File: config.mk
export PLATFORM = sky130hd
export DESIGN_NAME = slpwk_ctrl
export DESIGN_NICKNAME = d
export VERILOG_FILES = /design/src/rtl/slpwk_pkg.sv /design/src/rtl/slpwk_level_filter.sv /design/src/rtl/slpwk_span_timer.sv /design/src/rtl/slpwk_mode_decode.sv /design/src/rtl/slpwk_ctrl.sv
export SDC_FILE = /design/constraint.sdc
export NUM_CORES = 1
export LEC_CHECK = 0
export BUFFER_PORTS_ARGS = -buffer_cell sky130_fd_sc_hd__buf_4
export CAP_MARGIN = 10
export CORE_MARGIN = 4
export CORE_UTILIZATION = 46
export CTS_CLUSTER_SIZE = 12
export DETAILED_ROUTE_END_ITERATION = 10
export GPL_ROUTABILITY_DRIVEN = 0
export PLACE_DENSITY = 0.79
export SETUP_SLACK_MARGIN = 0.02
export SLEW_MARGIN = 25
export SYNTH_ARGS = -nofsm -noshare
export SYNTH_HDL_FRONTEND = slang
export SYNTH_SLANG_ARGS = --single-unit
File: constraint.sdc
create_clock -name clk -period 1.9 [get_ports clk]
set_clock_uncertainty 0.1 [all_clocks]
set_input_delay 0.57 -clock clk [delete_from_list [all_inputs] [get_ports clk]]
set_output_delay 0.57 -clock clk [all_outputs]
set_load 0.02 [all_outputs]
File: src/rtl/slpwk_pkg.sv
package slpwk_pkg;

   typedef enum logic [1:0] {
      MODE_IDLE  = 2'd0,
      MODE_ADCQ  = 2'd1,
      MODE_PDOWN = 2'd2,
      MODE_PSAVE = 2'd3
   } slp_mode_e;

   typedef enum logic [1:0] {
      ST_RUN,
      ST_SLEEP,
      ST_OSC,
      ST_HALT
   } slp_state_e;

   localparam int DOM_W   = 9;
   localparam int D_SPI   = 0;
   localparam int D_UART  = 1;
   localparam int D_ACMP  = 2;
   localparam int D_ADC   = 3;
   localparam int D_TWI   = 4;
   localparam int D_TMR01 = 5;
   localparam int D_TMR2  = 6;
   localparam int D_WDT   = 7;
   localparam int D_EXT   = 8;

   function automatic logic [DOM_W-1:0] keep_mask(slp_mode_e m);
      logic [DOM_W-1:0] k;
      k = '0;
      unique case (m)
         MODE_IDLE: k = '1;
         MODE_ADCQ: begin
            k[D_ADC] = 1'b1; k[D_TWI] = 1'b1; k[D_TMR2] = 1'b1;
            k[D_WDT] = 1'b1; k[D_EXT] = 1'b1;
         end
         MODE_PDOWN: begin
            k[D_TWI] = 1'b1; k[D_WDT] = 1'b1; k[D_EXT] = 1'b1;
         end
         MODE_PSAVE: begin
            k[D_TWI] = 1'b1; k[D_WDT] = 1'b1; k[D_EXT] = 1'b1;
            k[D_TMR2] = 1'b1;
         end
      endcase
      return k;
   endfunction

endpackage

File: src/rtl/slpwk_level_filter.sv
module slpwk_level_filter #(
   parameter int SAMPLES = 2
) (
   input  logic clk,
   input  logic rst_n,
   input  logic arm,
   input  logic tick,
   input  logic level,
   output logic qual
);
   localparam int CW = $clog2(SAMPLES + 1);

   generate
      if (SAMPLES < 1) begin : g_bad_samples
         $error("SAMPLES must be at least 1");
      end
   endgenerate

   logic [CW-1:0] run_cnt;

   always_ff @(posedge clk or negedge rst_n) begin
      if (!rst_n) begin
         run_cnt <= '0;
      end else if (!arm) begin
         run_cnt <= '0;
      end else if (tick) begin
         if (!level)                           run_cnt <= '0;
         else if (run_cnt != CW'(SAMPLES))     run_cnt <= run_cnt + 1'b1;
      end
   end

   assign qual = arm && (run_cnt == CW'(SAMPLES));

   // qualification appears only right after a strobe that saw the level
   p_qual_on_tick_r8: assert property (@(posedge clk) disable iff (!rst_n)
      ($rose(run_cnt == CW'(SAMPLES)) |-> $past(tick && level)));
   // a strobe seeing the inactive level drops qualification
   p_drop_on_low_r8: assert property (@(posedge clk) disable iff (!rst_n)
      (arm && tick && !level) |=> !qual);

endmodule

File: src/rtl/slpwk_span_timer.sv
module slpwk_span_timer #(
   parameter int SPAN = 4
) (
   input  logic clk,
   input  logic rst_n,
   input  logic run,
   output logic last
);
   localparam int CW = $clog2(SPAN + 1);

   generate
      if (SPAN < 1) begin : g_bad_span
         $error("SPAN must be at least 1");
      end
   endgenerate

   logic [CW-1:0] cnt;

   always_ff @(posedge clk or negedge rst_n) begin
      if (!rst_n)    cnt <= '0;
      else if (!run) cnt <= '0;
      else if (!last) cnt <= cnt + 1'b1;
   end

   assign last = run && (cnt == CW'(SPAN - 1));

endmodule

File: src/rtl/slpwk_mode_decode.sv
module slpwk_mode_decode
   import slpwk_pkg::*;
(
   input  slp_mode_e        mode,
   input  logic             irq_pending,
   input  logic             adc_done,
   input  logic             ext_level,
   input  logic             lvl_qual,
   input  logic             twi_match,
   input  logic             t2_event,
   input  logic             t2_async,
   output logic [DOM_W-1:0] dom_keep,
   output logic             osc_off,
   output logic             wake_int,
   output logic             svc_req
);
   logic other;
   logic t2_irq;

   assign t2_irq = t2_event && t2_async;

   always_comb begin
      other    = 1'b0;
      wake_int = 1'b0;
      svc_req  = 1'b0;
      unique case (mode)
         MODE_IDLE: begin
            other    = irq_pending;
            wake_int = other;
            svc_req  = other;
         end
         MODE_ADCQ: begin
            other    = adc_done || ext_level || twi_match;
            wake_int = other || t2_event;
            svc_req  = other || t2_irq;
         end
         MODE_PDOWN: begin
            other    = twi_match || lvl_qual;
            wake_int = other;
            svc_req  = other;
         end
         MODE_PSAVE: begin
            other    = twi_match || lvl_qual;
            wake_int = other || t2_event;
            svc_req  = other || t2_irq;
         end
      endcase
   end

   assign dom_keep = keep_mask(mode);
   assign osc_off  = (mode == MODE_PDOWN) || (mode == MODE_PSAVE);

endmodule

File: src/rtl/slpwk_ctrl.sv
module slpwk_ctrl
   import slpwk_pkg::*;
#(
   parameter int HALT_CYCLES     = 4,
   parameter int OSC_WAIT_CYCLES = 1,
   parameter int FILT_SAMPLES    = 2
) (
   input  logic             clk,
   input  logic             rst_n,
   input  logic             sleep_en,
   input  logic [1:0]       sleep_mode,
   input  logic             sleep_req,
   input  logic             adc_on,
   input  logic             irq_pending,
   input  logic             adc_done,
   input  logic             ext_level,
   input  logic             twi_match,
   input  logic             t2_event,
   input  logic             t2_async,
   input  logic             wdt_tick,
   input  logic             rst_wake,
   output logic             cpu_clk_en,
   output logic             osc_en,
   output logic [DOM_W-1:0] dom_en,
   output logic             adc_start,
   output logic             irq_service,
   output logic             restart,
   output logic             in_sleep
);
   localparam bit USE_OSC_WAIT = (OSC_WAIT_CYCLES > 0);

   generate
      if (HALT_CYCLES < 1) begin : g_bad_halt
         $error("HALT_CYCLES must be at least 1");
      end
      if (OSC_WAIT_CYCLES < 0) begin : g_bad_osc
         $error("OSC_WAIT_CYCLES must not be negative");
      end
   endgenerate

   slp_state_e       st;
   slp_mode_e        mode_q;
   slp_mode_e        req_mode;
   logic             svc_q;
   logic             lvl_qual;
   logic             halt_done;
   logic             osc_done;
   logic [DOM_W-1:0] dom_keep;
   logic             osc_off;
   logic             wake_int;
   logic             svc_req;
   logic             enter;

   assign req_mode = slp_mode_e'(sleep_mode);
   assign enter    = (st == ST_RUN) && sleep_req && sleep_en;

   slpwk_mode_decode u_dec (
      .mode        (mode_q),
      .irq_pending (irq_pending),
      .adc_done    (adc_done),
      .ext_level   (ext_level),
      .lvl_qual    (lvl_qual),
      .twi_match   (twi_match),
      .t2_event    (t2_event),
      .t2_async    (t2_async),
      .dom_keep    (dom_keep),
      .osc_off     (osc_off),
      .wake_int    (wake_int),
      .svc_req     (svc_req)
   );

   slpwk_level_filter #(.SAMPLES(FILT_SAMPLES)) u_filt (
      .clk   (clk),
      .rst_n (rst_n),
      .arm   ((st == ST_SLEEP) && osc_off),
      .tick  (wdt_tick),
      .level (ext_level),
      .qual  (lvl_qual)
   );

   slpwk_span_timer #(.SPAN(HALT_CYCLES)) u_halt (
      .clk   (clk),
      .rst_n (rst_n),
      .run   (st == ST_HALT),
      .last  (halt_done)
   );

   generate
      if (USE_OSC_WAIT) begin : g_osc_wait
         slpwk_span_timer #(.SPAN(OSC_WAIT_CYCLES)) u_osc (
            .clk   (clk),
            .rst_n (rst_n),
            .run   (st == ST_OSC),
            .last  (osc_done)
         );
      end else begin : g_no_osc_wait
         assign osc_done = 1'b1;
      end
   endgenerate

   always_ff @(posedge clk or negedge rst_n) begin
      if (!rst_n) begin
         st          <= ST_RUN;
         mode_q      <= MODE_IDLE;
         svc_q       <= 1'b0;
         adc_start   <= 1'b0;
         irq_service <= 1'b0;
         restart     <= 1'b0;
      end else begin
         adc_start   <= 1'b0;
         irq_service <= 1'b0;
         restart     <= 1'b0;
         unique case (st)
            ST_RUN: begin
               if (enter) begin
                  st        <= ST_SLEEP;
                  mode_q    <= req_mode;
                  adc_start <= adc_on &&
                               (req_mode == MODE_IDLE || req_mode == MODE_ADCQ);
               end
            end
            ST_SLEEP: begin
               if (rst_wake) begin
                  st      <= ST_RUN;
                  restart <= 1'b1;
               end else if (wake_int) begin
                  svc_q <= svc_req;
                  st    <= (osc_off && USE_OSC_WAIT) ? ST_OSC : ST_HALT;
               end
            end
            ST_OSC: begin
               if (rst_wake) begin
                  st      <= ST_RUN;
                  restart <= 1'b1;
               end else if (osc_done) begin
                  st <= ST_HALT;
               end
            end
            ST_HALT: begin
               if (rst_wake) begin
                  st      <= ST_RUN;
                  restart <= 1'b1;
               end else if (halt_done) begin
                  st          <= ST_RUN;
                  irq_service <= svc_q;
               end
            end
         endcase
      end
   end

   assign cpu_clk_en = (st == ST_RUN);
   assign in_sleep   = (st == ST_SLEEP);
   assign osc_en     = !((st == ST_SLEEP) && osc_off);
   assign dom_en     = (st == ST_SLEEP) ? dom_keep : {DOM_W{1'b1}};

   // a pulse without the enable leaves the core running
   p_ignore_r1: assert property (@(posedge clk) disable iff (!rst_n)
      ((st == ST_RUN) && sleep_req && !sleep_en) |=> cpu_clk_en);
   // the conversion start is a single pulse issued just after entry
   p_adc_pulse_r6: assert property (@(posedge clk) disable iff (!rst_n)
      adc_start |-> (in_sleep && $past(st == ST_RUN) && !$past(adc_start)));
   // the oscillator is off only while sleeping in a deep mode
   p_osc_gate_r7: assert property (@(posedge clk) disable iff (!rst_n)
      !osc_en |-> (in_sleep && !cpu_clk_en &&
                   (mode_q == MODE_PDOWN || mode_q == MODE_PSAVE)));
   // service follows the halt and coincides with the clock returning
   p_svc_after_halt_r9: assert property (@(posedge clk) disable iff (!rst_n)
      irq_service |-> ($past(st == ST_HALT) && cpu_clk_en));
   // a reset request ends any non-running state at the next edge
   p_restart_r10: assert property (@(posedge clk) disable iff (!rst_n)
      ((st != ST_RUN) && rst_wake) |=> (restart && cpu_clk_en && !irq_service));
   // a deep-mode wake restores the oscillator before the CPU clock
   p_osc_first_r11: assert property (@(posedge clk) disable iff (!rst_n)
      (in_sleep && osc_off && wake_int && !rst_wake) |=> (osc_en && !cpu_clk_en));

endmodule

==> impl_metrics.py <==
metrics = {
    "clock_tree": {
        "cts.sinks": 14,
        "clkTransAtPathRegs_ps": 80,
        "cts_made_buffers": 3,
        "clockBufferDepth": 2,
        "tritoncts": "yes",
        "clock_latency_ps": 280,
        "ctsHoldBuffers": 0,
        "cts.htree.levels": 1,
        "cts_root_buf": "clkbuf_4",
    },
    "logic_synthesis": {
        "syn_area_per_cell_sq_um": 9.80,
        "synth_top_area_share_pct": 45.2,
        "synth-compound-area-share_pct": 12.6,
        "syn_area_sq_um": 774,
        "synthMuxAreaShare_pct": 6.14,
        "synth-simple-area-share_pct": 20.8,
        "synthAdderAreaFrac_pct": 4.85,
        "postSynthCellCount": 79,
        "synth_xor_area_share_pct": 1.13,
        "ys_types": 31,
        "yosysTopAreaCell": "dfrtp_1",
        "yosysSeqAreaShare_pct": 45.2,
        "synth_top_family_by_area": "simple AND/OR/NAND/NOR gates",
        "ys_ff_latch": 14,
        "synthTopCellsByArea": "dfrtp_1 (45%), buf_4 (5.8%), ha_1 (4.8%), nand2_1 (3.9%), nor2_1 (3.4%)",
        "ys_warn_count": 0,
    },
    "critical_path": {
        "ff2ff_path_depth": 4,
        "slowest_stage": "dfrtp_1",
        "r2r_end": "st[1]",
        "critical_path_class": "register to output port",
        "cp.required_ps": 1230,
        "cpPeakStageDelay_ps": 380,
        "worstPathMaxFanout": 2,
        "cp_data_arrival_time_ps": 1330,
        "cp-start-kind": "register",
        "reg2reg_slack_ps": 250,
        "path_buf_inv": 1,
        "crit_path_cell_trace": "and2b_4 -> nand2_4 -> or2_4 -> buf_6",
        "endpoint_kind": "output port",
        "timing.rr.start": "mode_q[1]",
        "path_delay_family": "simple AND/OR/NAND/NOR gates",
    },
    "layout": {
        "drive_gt1_share_pct": 42.2,
        "n_fill_cell": 122,
        "nNetsFinal": 128,
        "syn_to_final_growth_pct": 38.3,
        "n_antenna_cell": 0,
        "fin_util_pct": 69.5,
        "seq_area_sq_um": 350,
        "multi_input_area_sq_um": 387,
    },
    "grt": {
        "grt_pass1_vias": 663,
        "busiest_layer": "met2",
        "grt_use_met3_pct": 5.81,
        "grt_pass1_wl_mm": 2.84,
        "antenna_found_initial": 0,
        "grt_util_met2_pct": 25.0,
        "use_met1_pct": 17.1,
        "grt_max_degree": 15,
        "gr-total-overflow": 0,
        "grt.total_usage_pct": 15.0,
    },
    "floorplan": {
        "core_sq_um": 1540,
        "rows": 14,
        "io-pin-count": 30,
        "die_w_um": 49.0,
        "die-height_um": 49.0,
        "design.die.area_sq_um": 2400,
        "start_util_pct": 50.2,
    },
    "route": {
        "route.detailed.drc": 0,
        "drtIter0Drc": 13,
        "wl_per_cell_um": 12.8,
        "drtAntennaViolNets": 0,
        "vias_per_cell": 5.17,
        "wl_mm": 1.60,
        "vias": 646,
        "dr.pass1.iters": 4,
    },
    "power": {
        "power_density_nw_per_um2": 1310,
        "p_int_uw": 869,
        "seqPwrFrac_pct": 31.0,
        "swShare_pct": 38.2,
        "power_leakage_uw": 0.000538,
        "pwr-share-comb_pct": 54.0,
        "ir_drop_v": 0.000752,
        "pwr-share-clk_pct": 15.0,
        "switchingPower_uw": 536,
    },
    "sta": {
        "finalSetupTns_ps": -443,
        "hold_violations": 0,
        "whs_ps": 19.9,
        "fin_crit_sh_pct": 105,
        "setup_viol": 7,
        "min_period_ps": 2000,
        "rsz0062_at_grt": "yes",
        "final_max_slew_viol_count": 0,
        "fin_ws_ps": -102,
        "max_freq_ghz": 0.499,
    },
    "run_status": {
        "outcome": "finished with violations",
        "violations": "negative setup slack",
    },
    "min_path": {
        "hp-class": "input pin to async pin",
    },
    "place": {
        "port-buffer-count": 26,
        "hpwl_mm": 1.30,
        "pre_cts_ws_ps": 132,
    },
    "run": {
        "maxCapViolations": 0,
    },
}
kinds of logic (layout without fill, tap and decap cells):
| kind of cell | after synthesis | after routing |
|---|---|---|
| buffers and inverters | 11 | 39 |
| xor gates and xnor gates | 1 | 1 |
| and+or+nand+nor | 29 | 29 |
| muxes | 4 | 4 |
| adders and majority gates | 3 | 3 |
| AOI/OAI and AO/OA | 15 | 15 |
| DFF | 14 | 14 |
| other | 2 | 4 |
final cells by class:
type	count	area share (%)
sequential	14	32.7
timing repair buffer	31	24.5
clock buffer	4	3.39
inverter	4	1.40
multi-input combinational	56	36.1
tap	16	1.87
state kept, by name (all words and copies together) (netlist names):
register              count
u_halt.cnt                3
mode_q                    2
st                        2
u_filt.run_cnt            2
adc_start                 1
g_osc_wait.u_osc.cnt      1
irq_service               1
restart                   1
svc_q                     1
cell usage after synthesis:
master	number
a211o_1	1
a211oi_1	1
a21oi_1	4
a2bb2oi_1	1
a2bb2oi_2	1
and2_2	1
and2b_1	1
and3_1	1
and3b_1	1
and4bb_2	1
buf_4	6
clkbuf_1	1
conb_1	2
dfrtp_1	14
ha_1	3
inv_1	4
mux2_2	2
mux2_4	1
mux2i_1	1
nand2_1	8
nand2b_1	2
nand4bb_1	1
nor2_1	7
nor2b_1	2
nor3_1	1
nor3b_1	2
o21ai_0	5
o21ai_1	1
o21bai_1	1
or2_2	1
xor2_1	1
through the flow:
step	cells	total power (uW)	instance area, sq um
after floorplan	81	864	793
after global placement	118	1070	975
after detailed placement	118	1080	975
after CTS	125	1400	1060
after global routing	125	1500	1070
final	125	1410	1070
worst register-to-register path: cells and delay by family (launching register included):
family	cells	cell delay, ps
AO/OA/AOI/OAI	3	530
multiplexers	1	340
flip-flops	1	540
how the worst max path moves through the flow:
stage | startpoint | endpoint | slack (ps) | depth (start not counted)
after floorplan | st[1] | dom_en[6] | 80 | 3
after global placement | st[1] | dom_en[6] | 160 | 4
after detailed placement | st[0] | dom_en[6] | 130 | 4
after CTS | st[1] | dom_en[6] | -120 | 4
after global routing | st[1] | dom_en[6] | -170 | 4
final | st[1] | dom_en[6] | -100 | 4
power by group through the flow:
stage          Combinational (uW)  Clock, uW  Sequential [uW]
2_1_floorplan                 416          0              448
3_3_place_gp                  623          0              444
3_5_place_dp                  632          0              449
4_1_cts                       748        215              436
5_1_grt                       816        231              450
6_report                      760        211              436
repair_timing:
action | 4_1_cts | 5_1_grt
hold endpoints to repair | 0 | 0
pin swaps | 1 | 1
setup endpoints to repair | 5 | 9
resized for setup | 8 | 2
cloned | 0 | 0
setup buffers | 3 | 0
metal layers:
layer  wire [um]  share of wire (%)
met1         664                 42
met2         805                 50
met3         118                7.4
met4          10               0.63
met5           0                  0
cells in the final DEF, fill, tap and decap left out:
cell type  count
o21bai_1       1
and2_2         1
inv_1          4
a21oi_1        4
a211o_1        1
and4bb_2       1
clkbuf_8       1
nand2b_1       2
nor3b_1        2
or2_4          1
a2bb2oi_2      1
clkbuf_4       3
nor2_2         1
and3b_1        1
mux2_2         2
buf_4         23
mux2i_1        1
o21ai_1        1
and3_1         1
o21ai_0        4
mux2_4         1
buf_6          8
a211oi_1       1
ha_1           3
xor2_1         1
nor2b_1        2
nor3_1         1
nand4bb_1      1
nand2_4        1
and2b_4        1
dfrtp_1       14
a2bb2oi_1      1
nand2_1        7
o21ai_2        1
conb_1         4
nor2_1         6
No activity file was read; power rests on OpenSTA's default activity.
